## src/rtl/vbg_pkg.sv

```systemverilog
package vbg_pkg;
  typedef enum logic {
    VMODE_CODED = 1'b0,
    VMODE_RAW   = 1'b1
  } vmode_e;

  localparam int unsigned DEF_POS_W = 12;
  localparam int unsigned DEF_HOLD  = 4;
endpackage

```

## src/rtl/vbg_frame_counter.sv

```systemverilog
module vbg_frame_counter #(
  parameter int unsigned PW = 12,
  parameter int unsigned LW = 12
) (
  input  logic          clk,
  input  logic          rst_n,
  input  logic [PW-1:0] line_len,
  input  logic [LW-1:0] frame_lines,
  output logic [PW-1:0] pix_q,
  output logic [LW-1:0] line_q
);
  logic [PW-1:0] last_pix;
  logic [LW-1:0] last_line;
  logic          pix_wrap;
  logic          line_wrap;

  always_comb begin
    last_pix  = line_len - 1'b1;
    last_line = frame_lines - 1'b1;
    pix_wrap  = (pix_q >= last_pix);
    line_wrap = (line_q >= last_line);
  end

  always_ff @(posedge clk or negedge rst_n) begin
    if (!rst_n) begin
      pix_q  <= '0;
      line_q <= '0;
    end else if (pix_wrap) begin
      pix_q  <= '0;
      line_q <= line_wrap ? '0 : line_q + 1'b1;
    end else begin
      pix_q  <= pix_q + 1'b1;
    end
  end


  pix_wrap_chk: assert property (@(posedge clk) disable iff (!rst_n)
    pix_wrap |=> (pix_q == '0));


  line_hold_chk: assert property (@(posedge clk) disable iff (!rst_n)
    !pix_wrap |=> $stable(line_q));
endmodule

```

## src/rtl/vbg_hblank.sv

```systemverilog
module vbg_hblank
  import vbg_pkg::*;
#(
  parameter int unsigned PW   = 12,
  parameter int unsigned HOLD = 4
) (
  input  logic          clk,
  input  logic          rst_n,
  input  vmode_e        mode,
  input  logic          delay_en,
  input  logic [PW-1:0] pix,
  input  logic [PW-1:0] start_pos,
  input  logic [PW-1:0] stop_pos,
  output logic          hblank,
  output logic          eav_stb,
  output logic          sav_stb
);
  localparam int unsigned CW = $clog2(HOLD + 1);
  localparam logic [CW-1:0] HOLD_V = CW'(HOLD);

  logic          hit_start;
  logic          hit_stop;
  logic          hold_on;
  logic [CW-1:0] hold_cnt;

  always_comb begin
    hit_start = (pix == start_pos);
    hit_stop  = (pix == stop_pos);
    hold_on   = (mode == VMODE_CODED) && delay_en;
  end

  always_ff @(posedge clk or negedge rst_n) begin
    if (!rst_n) begin
      hblank   <= 1'b0;
      hold_cnt <= '0;
      eav_stb  <= 1'b0;
      sav_stb  <= 1'b0;
    end else begin
      eav_stb <= hit_start && (mode == VMODE_CODED);
      sav_stb <= hit_stop && (mode == VMODE_CODED);
      if (hit_start) begin
        hblank   <= 1'b1;
        hold_cnt <= '0;
      end else if (hit_stop && hold_on) begin
        hold_cnt <= HOLD_V;
      end else if (hit_stop) begin
        hblank   <= 1'b0;
        hold_cnt <= '0;
      end else if (hold_cnt != '0) begin
        hold_cnt <= hold_cnt - 1'b1;
        if (hold_cnt == CW'(1)) hblank <= 1'b0;
      end
    end
  end


  hb_rise_chk: assert property (@(posedge clk) disable iff (!rst_n)
    hit_start |=> hblank);


  hb_raw_fall_chk: assert property (@(posedge clk) disable iff (!rst_n)
    (hit_stop && !hit_start && mode == VMODE_RAW) |=> !hblank);


  hb_hold_keep_chk: assert property (@(posedge clk) disable iff (!rst_n)
    (hit_stop && !hit_start && hold_on && hblank) |=> hblank);


  eav_mode_chk: assert property (@(posedge clk) disable iff (!rst_n)
    eav_stb |-> $past(mode == VMODE_CODED && hit_start));


  sav_mode_chk: assert property (@(posedge clk) disable iff (!rst_n)
    sav_stb |-> $past(mode == VMODE_CODED && hit_stop));
endmodule

```

## src/rtl/vbg_vblank.sv

```systemverilog
module vbg_vblank #(
  parameter int unsigned PW = 12,
  parameter int unsigned LW = 12
) (
  input  logic          clk,
  input  logic          rst_n,
  input  logic [PW-1:0] pix,
  input  logic [LW-1:0] line,
  input  logic [LW-1:0] set_line,
  input  logic [PW-1:0] set_pix,
  input  logic [LW-1:0] clr_line,
  input  logic [PW-1:0] clr_pix,
  output logic          vblank
);
  logic hit_set;
  logic hit_clr;

  always_comb begin
    hit_set = (line == set_line) && (pix == set_pix);
    hit_clr = (line == clr_line) && (pix == clr_pix);
  end

  always_ff @(posedge clk or negedge rst_n) begin
    if (!rst_n)       vblank <= 1'b0;
    else if (hit_set) vblank <= 1'b1;
    else if (hit_clr) vblank <= 1'b0;
  end


  vb_set_chk: assert property (@(posedge clk) disable iff (!rst_n)
    hit_set |=> vblank);


  vb_clr_chk: assert property (@(posedge clk) disable iff (!rst_n)
    (hit_clr && !hit_set) |=> !vblank);


  vb_idle_chk: assert property (@(posedge clk) disable iff (!rst_n)
    (!hit_set && !hit_clr) |=> $stable(vblank));
endmodule

```

## src/rtl/vid_blank_gen.sv

```systemverilog
module vid_blank_gen
  import vbg_pkg::*;
#(
  parameter int unsigned POS_W  = DEF_POS_W,
  parameter int unsigned LINE_W = DEF_POS_W,
  parameter int unsigned HOLD   = DEF_HOLD
) (
  input  logic              clk,
  input  logic              rst_n,
  input  logic              mode_raw,
  input  logic [POS_W-1:0]  line_len,
  input  logic [LINE_W-1:0] frame_lines,
  input  logic [POS_W-1:0]  hb_start,
  input  logic [POS_W-1:0]  hb_stop,
  input  logic              hb_delay_en,
  input  logic [LINE_W-1:0] vb_start_line,
  input  logic [POS_W-1:0]  vb_start_pix,
  input  logic [LINE_W-1:0] vb_stop_line,
  input  logic [POS_W-1:0]  vb_stop_pix,
  output logic [POS_W-1:0]  pix_pos,
  output logic [LINE_W-1:0] line_pos,
  output logic              hblank,
  output logic              vblank,
  output logic              eav_stb,
  output logic              sav_stb
);
  vmode_e mode;
  assign mode = mode_raw ? VMODE_RAW : VMODE_CODED;

  vbg_frame_counter #(.PW(POS_W), .LW(LINE_W)) u_cnt (
    .clk         (clk),
    .rst_n       (rst_n),
    .line_len    (line_len),
    .frame_lines (frame_lines),
    .pix_q       (pix_pos),
    .line_q      (line_pos)
  );

  vbg_hblank #(.PW(POS_W), .HOLD(HOLD)) u_hb (
    .clk       (clk),
    .rst_n     (rst_n),
    .mode      (mode),
    .delay_en  (hb_delay_en),
    .pix       (pix_pos),
    .start_pos (hb_start),
    .stop_pos  (hb_stop),
    .hblank    (hblank),
    .eav_stb   (eav_stb),
    .sav_stb   (sav_stb)
  );

  vbg_vblank #(.PW(POS_W), .LW(LINE_W)) u_vb (
    .clk      (clk),
    .rst_n    (rst_n),
    .pix      (pix_pos),
    .line     (line_pos),
    .set_line (vb_start_line),
    .set_pix  (vb_start_pix),
    .clr_line (vb_stop_line),
    .clr_pix  (vb_stop_pix),
    .vblank   (vblank)
  );
endmodule

```

## config.mk

```make
export PLATFORM = sky130hd
export DESIGN_NAME = vid_blank_gen
export DESIGN_NICKNAME = d
export VERILOG_FILES = /design/src/rtl/vbg_pkg.sv /design/src/rtl/vbg_frame_counter.sv /design/src/rtl/vbg_hblank.sv /design/src/rtl/vbg_vblank.sv /design/src/rtl/vid_blank_gen.sv
export SDC_FILE = /design/constraint.sdc
export NUM_CORES = 1
export LEC_CHECK = 0
export BUFFER_PORTS_ARGS = -buffer_cell sky130_fd_sc_hd__buf_2
export CORE_UTILIZATION = 35
export CTS_CLUSTER_SIZE = 25
export DETAILED_ROUTE_END_ITERATION = 8
export GPL_TIMING_DRIVEN = 0
export HOLD_SLACK_MARGIN = 0.15
export PLACE_DENSITY = 0.61
export SYNTH_ARGS = -nofsm -noshare
export SYNTH_HDL_FRONTEND = slang
export SYNTH_SLANG_ARGS = --single-unit
```

## constraint.sdc

```tcl
create_clock -name clk -period 3.7 [get_ports clk]
set_input_delay 0.37 -clock clk [delete_from_list [all_inputs] [get_ports clk]]
set_output_delay 0.37 -clock clk [all_outputs]
set_load 0.03 [all_outputs]
```

-- Word level (Yosys, flattened, before mapping)
Index checks and enable logic that the tools add are counted.
- logic and storage cells: 49
- bits in writable memories: 0
- latch bits: 0
- ROM bits: 0
- flip-flop bits (word level): 31
- memories kept: 0
- output and inout port bits: 28
- bitwise operators: 1
- divide/modulo/power cells: 0
- $add $sub $neg: 5
- reduce and logical (&&, ||, !) cells: 12
- $mul: 0
- shifts and indexed selects: 0
- equality and inequality tests: 8
- multiplexer cells: 14
- magnitude comparators: 2
- operators with widths (cell ; count):
    $eq 12x12->1 ; 6
    $add 12x1->12 const B ; 2
    $ge 12x12->1 ; 2
    $mux 12 ; 2
    $sub 12x1->12 const B ; 2
    $mux 3 ; 4
    $reduce_bool 3->1 ; 3
    $mux 1 ; 8
    $logic_and 1x1->1 ; 6
    $reduce_bool 4->1 ; 1
    $eq 3x1->1 const B ; 1
    $reduce_and 3->1 ; 1
    $sub 3x1->3 const B ; 1
    $ne 2x1->1 const B ; 1
    $reduce_bool 2->1 ; 1
    $not 1->1 ; 1

-- Longest topological paths before layout
Gate-level depths: netlist (run 1).
- depth in word-level cells: 6
- gate-level depth with buffers: 13

-- By module
A second synthesis (run 1) with hierarchy kept.
- cells, all modules: 378
- area, all modules: 3274.4 um^2
- modules (own cells, without submodules) (module ; cells each ; area an instance (um^2) ; instances):
    vbg_frame_counter ; 250 ; 2148.3 ; 1
    vbg_hblank ; 63 ; 573.0 ; 1
    vbg_vblank ; 65 ; 553.0 ; 1

-- Worst setup path before layout (run 1)
Ideal clock, no wire load.
- path type: in2reg
- from: in frame_lines[5]
- to: reg u_cnt.line_q[11]
- setup slack: 0.788 ns
- stages on the path: 13
- arrival time: 2.785 ns
- library setup time: 0.127 ns
- cell sequence: or4_1 nor2_1 nand2_1 nor4_1 xnor2_1 ha_1 and4_1 nand2_1 nor3_1 a211oi_4 buf_6 a22oi_1 o21ai_1
- longest elaborated chain between the ends: 3
- RTL lines (element ; line ; text):
    from (decl) ; vid_blank_gen.sv:12 ; input logic [LINE_W-1:0] frame_lines,
    $sub 12x1->12 ; vbg_frame_counter.sv:19 ; last_line = frame_lines - 1'b1;
    $ge 12x12->1 ; vbg_frame_counter.sv:21 ; line_wrap = (line_q >= last_line);
    $mux 12 ; vbg_frame_counter.sv:30 ; line_q <= line_wrap ? '0 : line_q + 1'b1;
    to (signal assigned) ; vbg_frame_counter.sv:30 ;
    to (decl) ; vbg_frame_counter.sv:10 ; output logic [LW-1:0] line_q
Every way passes these cells.
A chain may end at the register's enable or synchronous reset.

-- Worst setup path after layout (run 1)
- from: in frame_lines[5]
- to: reg u_cnt.line_q[7]
The elaborated chain is that of the path after synthesis.

==> results_dict.tcl, run 1 <==
set metrics [dict create \
    status "finished, final reports clean" \
    drt-total-wl_um 9616 \
    overflow 0 \
    finClkSkew_ns 0.007619 \
    num_antenna_cells 0 \
    die-area_mm2 0.009921 \
    io_buffers 127 \
    async_flop_share_pct 100.0 \
    cts_buffers 5 \
    fillers 921 \
    power_density_mw_per_mm2 559.3 \
    die_h_um 99.61 \
    critical-path-top-delay-family "simple AND/OR/NAND/NOR gates" \
    synth-edff-count 0 \
    drive_above_1_share_pct 27.66 \
    hold_class "primary input to async pin" \
    max_freq_ghz 0.3288 \
    ys_warn_count 0 \
    ys.flop_type "dfrtp_1" \
    crit_path_end_kind "flip-flop" \
    syn_area_mm2 0.003334 \
    antenna_found_initial 0 \
    avgSynthCellArea_um2 8.336 \
    cpMaxStageDelayCell "o21ai_0" \
    max_cap_violations 0 \
    h-tree-depth 2 \
    required_ns 3.87 \
    setup_violations 0 \
    num_rows 35 \
    final_max_slew_viol_count 0 \
    syn-num-nets 531 \
    crit_fanout 9 \
    clockRootBuffer "clkbuf_8" \
    clk_pin_slew_ns 0.07 \
    finalCritPeriodShare_pct 82.20 \
    cts_sinks 31 \
    final_common_cell "buf_2" \
    crit_path_start_kind "primary input" \
    ctsLongestPathBuffers 2 \
    cts_setup_buffers 0 \
    fin_crit_ns 3.041 \
    worst_slew_pin_slew_ns 1.048 \
    crit_arrival_ns 3.21 \
    area_growth_pct 26.90 \
    relSlewSlack_pct 29.37 \
    post_dp_cell_area_mm2 0.004131 \
    drt_iter0_drc 109 \
    first_pass_iters 4 \
    wl_per_cell_um 14.48 \
    core_mm2 0.009240 \
    synth_cells 400 \
    cp_num_buf_inv 1 \
    clock_latency_ns 0.28 \
    cp_common_cell "nand2_1" \
    worst_slack_ns 0.6587 \
    slowest_delay_ns 0.82 \
    track_usage_pct 19.52 \
    postCtsHoldBufs 0 \
    final_cell_area_mm2 0.004232 \
    layout_common_cells "130 x buf_2, 70 x xor2_1" \
    grt_pass1_vias 3215 \
    path_cells "buf_2, or4_1, nor2_1, nand2_1, nor4_1, xnor2_1, ha_1, nand2_1, o21ai_0, nor3b_1, a22oi_1, o21ai_1" \
    globalplace.congestion 0.8520 \
    grt_pass1_wl_um 15280 \
    seq_area_frac_synth_pct 23.26 \
    grt_start_max_net_pins 32 \
    synth_cell_types 41 \
    hold_viol_final 0 \
    die_w_um 99.61 \
    cts_resized 0 \
    initial_core_util_pct 36.09 \
    ys_ff_latch 31 \
    design.portCount 128 \
    dp_hpwl_um 7902 \
    pre_cts_ws_ns 0.3962 \
    postRouteAntennaNets 0 \
    via_per_inst 4.946 \
    drc 0 \
    dr_total_vias 3284 \
    leakagePower_nw 1.999 \
    nets 665 \
    peakVddDrop_v 0.0002998 \
    path_class "primary input to flip-flop" \
    fin_setup_tns_ns 0 \
    rsz0062_at_grt "no" \
    cts_tree "yes" \
]
[stage by stage]
step | hold slack [ns] | utilization [%] | power (W) | std cells
2_1_floorplan | 0.07441 | - | 0.001637 | 400
3_3_place_gp | 0.4714 | 44.71 | 0.002044 | 656
3_5_place_dp | 0.4869 | 44.71 | 0.002075 | 656
4_1_cts | 0.1793 | 45.80 | 0.002389 | 664
5_1_grt | 0.2129 | 45.80 | 0.002566 | 664
6_report | 0.1515 | 45.80 | 0.002367 | 664
[worst reg2reg max path, stage by stage, from the launching register on]
cell,delay [ns]
dfrtp_1,0.37
clkbuf_1,0.48
inv_1,0.10
ha_1,0.28
nand2b_1,0.14
a2111oi_0,0.41
or4_4,0.22
nand2_1,0.08
buf_4,0.20
nand3_1,0.08
nand3_1,0.08
[cell usage after synthesis, types with 2 or more instances]
cell / count / area (um^2)
a21oi_1: 9 / 45.04
o21ai_1: 5 / 25.02
o21ai_0: 6 / 30.03
nand2b_1: 3 / 18.77
ha_1: 31 / 387.9
and4_1: 3 / 26.28
xor2_1: 70 / 613.1
and2_1: 4 / 25.02
o21a_1: 2 / 15.01
nor3_1: 13 / 65.06
and3_1: 3 / 18.77
xnor2_1: 31 / 271.5
clkbuf_1: 18 / 67.56
nand4b_1: 3 / 26.28
buf_2: 3 / 15.01
nor3b_1: 2 / 15.01
nor4_1: 16 / 100.1
nand2_1: 28 / 105.1
o31ai_1: 2 / 15.01
inv_1: 14 / 52.55
nand3_1: 31 / 155.2
nand4_1: 18 / 112.6
a22oi_1: 2 / 15.01
nand3b_1: 2 / 15.01
nor2_1: 30 / 112.6
or4_1: 4 / 30.03
buf_6: 3 / 33.78
dfrtp_1: 31 / 775.7
[worst paths after layout]
path	start	end	slack [ns]	cells past startpoint
max	frame_lines[5]	u_cnt.line_q[7]$_DFFE_PN0P_	0.66	12
min reg2reg	u_vb.vblank$_DFFE_PN0P_	u_vb.vblank$_DFFE_PN0P_	0.52	2
max reg2reg	u_cnt.pix_q[0]$_DFF_PN0_	u_cnt.line_q[5]$_DFFE_PN0P_	1.14	10
min	rst_n	u_cnt.pix_q[4]$_DFF_PN0_	0.15	1
max in group asynchronous	rst_n	u_vb.vblank$_DFFE_PN0P_	3.08	1
min in group clk	mode_raw	u_hb.sav_stb$_DFF_PN0_	0.26	2
[sequential cells by signal, indices dropped and copies added (netlist names)]
name and flops:
u_cnt.line_q 12, u_hb.eav_stb 1, u_hb.sav_stb 1, u_cnt.pix_q 12
u_vb.vblank 1, u_hb.hblank 1, u_hb.hold_cnt 3
[power breakdown]
part	internal [W]	total [W]	leakage (nW)	switching [W]
sequential	0.000450	0.000584	0.371	0.000134
clock	0.000170	0.000298	0.0515	0.000129
combinational	0.000571	0.00148	1.58	0.000914
total	0.00119	0.00237	2.00	0.00118
[metal layers]
metal	up-vias	GRT usage, %	share of wire [%]
li1	1658	-	-
met1	1511	24.43	44
met2	109	35.84	50
met3	6	2.811	5.7
met4	0	3.281	0.57
met5	-	0	0
[cells by family after synthesis]
| family | Yosys count | share of synthesized area (%) |
|---|---|---|
| muxes | 1 | 0.3377 |
| buffers and inverters | 39 | 5.291 |
| adders and majority gates | 31 | 11.63 |
| xor gates and xnor gates | 101 | 26.53 |
| AOI/OAI and AO/OA | 32 | 6.792 |
| and+or+nand+nor | 165 | 26.15 |
| DFF | 31 | 23.26 |
[final cells by class]
| cell class | instances | area, um^2 | area share (%) |
|---|---|---|---|
| Multi-Input combinational cell | 330 | 2382 | 56.30 |
| Sequential cell | 31 | 775.7 | 18.33 |
| Timing Repair Buffer | 127 | 635.6 | 15.02 |
| Tap cell | 129 | 161.4 | 3.814 |
| Buffer | 25 | 123.9 | 2.927 |
| Clock buffer | 8 | 100.1 | 2.365 |
| Inverter | 14 | 52.55 | 1.242 |
Power figures use the tool's default switching activity.
==> inputs of run 2 (changes only) <==
- clock period: 3.7 -> 3 ns (I/O delays scaled with it)
==> results_dict.tcl, run 2 (synthesized netlist as in run 1, its figures left out) <==
set metrics [dict create \
    globalplace.congestion 0.8520 \
    cts_tree "yes" \
    overflow 0 \
    cp_num_buf_inv 2 \
    slowest_delay_ns 0.58 \
    r2r_end "u_cnt.line_q[9]$_DFFE_PN0P_" \
    leakagePower_nw 2.013 \
    worst_r2r_path_depth 10 \
    critical-path-top-delay-family "simple AND/OR/NAND/NOR gates" \
    clockRootBuffer "clkbuf_8" \
    cpMaxStageDelayCell "or4_4" \
    design.portCount 128 \
    crit_path_end_kind "flip-flop" \
    io_buffers 127 \
    fin_crit_ns 2.893 \
    cp_common_cell "or4_4" \
    drt_iter0_drc 135 \
    drt-total-wl_um 9792 \
    total_power_w 0.002938 \
    r2r-start "u_cnt.pix_q[0]$_DFF_PN0_" \
    track_usage_pct 19.55 \
    status "finished, final reports clean" \
    drive_above_1_share_pct 29.05 \
    h-tree-depth 2 \
    power_density_mw_per_mm2 683.8 \
    final_max_slew_viol_count 0 \
    die-area_mm2 0.009921 \
    hold_path_depth 2 \
    path_cells "buf_2, or4_4, nor2_4, nand2_2, nor4_4, xnor2_1, ha_1, nand4_1, or4_4, and2_4, buf_6, nand2_1, nand3_1" \
    top_regs "u_cnt.line_q (12), u_cnt.pix_q (12), u_hb.hold_cnt (3)" \
    hold_viol_final 0 \
    area_growth_pct 28.86 \
    grt_pass1_wl_um 15310 \
    setup_violations 0 \
    num_antenna_cells 0 \
    worst_slew_pin_slew_ns 0.7418 \
    required_ns 3.17 \
    dp_hpwl_um 7902 \
    cts_sinks 31 \
    clk_pin_slew_ns 0.07 \
    peakVddDrop_v 0.0003732 \
    postRouteAntennaNets 0 \
    final_common_cell "buf_2" \
    crit_path_start_kind "primary input" \
    num_rows 35 \
    layout_common_cells "129 x buf_2, 70 x xor2_1" \
    via_per_inst 5.020 \
    holdPathEnd "u_hb.sav_stb$_DFF_PN0_" \
    finClkSkew_ns 0.006960 \
    die_w_um 99.61 \
    relSlewSlack_pct 50.55 \
    max_freq_ghz 0.3457 \
    drc 0 \
    fillers 921 \
    core_mm2 0.009240 \
    antenna_found_initial 0 \
    crit_arrival_ns 3.06 \
    crit_fanout 10 \
    wl_per_cell_um 14.70 \
    hold_path_startpoint "mode_raw" \
    clock_latency_ns 0.28 \
    cts_buffers 5 \
    r2r_setup_slack_ns 0.46 \
    dr_total_vias 3343 \
    max_cap_violations 0 \
    nets 667 \
    finalCritPeriodShare_pct 96.43 \
    grt_start_max_net_pins 32 \
    initial_core_util_pct 36.09 \
    fin_util_pct 46.50 \
    hold_class "primary input to flip-flop" \
    path_class "primary input to flip-flop" \
    ctsLongestPathBuffers 2 \
    grt_pass1_vias 3227 \
    die_h_um 99.61 \
    first_pass_iters 4 \
]
==> run 2: changes by cell type in the layout (fill, tap and decap cells not counted), sizes merged <==
| cell | before | now |
|---|---|---|
| clkbuf | 26 | 27 |
| dlygate4sd3 | 0 | 1 |
==> run 2: worst reg2reg max path, cell delays in order (launching register included) <==
cell	delay (ns)
dfrtp_1	0.37
clkbuf_1	0.48
inv_1	0.10
ha_1	0.28
nand2b_1	0.14
a2111oi_0	0.41
or4_4	0.23
and2_4	0.17
buf_6	0.15
nand2_1	0.07
nand3_1	0.09
==> run 2: how the worst max path moves through the flow <==
stage | from | end | cells past startpoint
finish | line_len[5] | u_cnt.line_q[9]$_DFFE_PN0P_ | 13
global route | line_len[5] | u_cnt.line_q[5]$_DFFE_PN0P_ | 13
CTS | frame_lines[5] | u_cnt.line_q[7]$_DFFE_PN0P_ | 12
detailed placement | frame_lines[5] | u_cnt.line_q[11]$_DFFE_PN0P_ | 12
global placement | frame_lines[5] | u_cnt.line_q[7]$_DFFE_PN0P_ | 12
floorplan | frame_lines[5] | u_cnt.line_q[11]$_DFFE_PN0P_ | 13
==> run 2: per-layer routing <==
layer	wire, um	GRT usage (%)	vias up
met4	65	3.281	0
li1	-	-	1662
met5	0	0	-
met3	442	2.811	10
met1	4349	24.43	1561
met2	4934	35.95	110
==> run 2: final cells by class <==
type                    instances  area (um^2)  area share [%]
flip-flops and latches         31        775.7           18.05
multi-input cells             330         2424           56.41
inverters                      14        52.55           1.223
repair buffers                129        653.1           15.20
clock buffers                   8        100.1           2.330
well taps                     129        161.4           3.757
plain buffers                  25        130.1           3.029
==> run 2: stage by stage <==
stage	area, um^2	std cells	worst slack (ns)	hold slack [ns]	setup TNS [ns]
2_1_floorplan	3334	400	0.1581	0.004409	0
3_3_place_gp	4131	656	-0.2230	0.4014	-2.685
3_5_place_dp	4131	656	-0.2338	0.4169	-3.766
4_1_cts	4242	665	0.06162	0.1822	0
5_1_grt	4297	666	-0.002689	0.1912	-0.005244
6_report	4297	666	0.1072	0.1901	0
==> run 2: repair_timing <==
item                                   4_1_cts  5_1_grt
setup buffers                                0        1
hold buffers                                 1        0
gates resized for setup                      0       12
setup endpoints to repair                    0       23
endpoints found under the hold margin       31        0
==> run 2: report_power, final <==
part	leakage [nW]	switching [W]	internal [W]
Clock	0.0515	0.000160	0.000209
Sequential	0.371	0.000165	0.000556
Combinational	1.59	0.00114	0.000711
Total	2.01	0.00146	0.00148
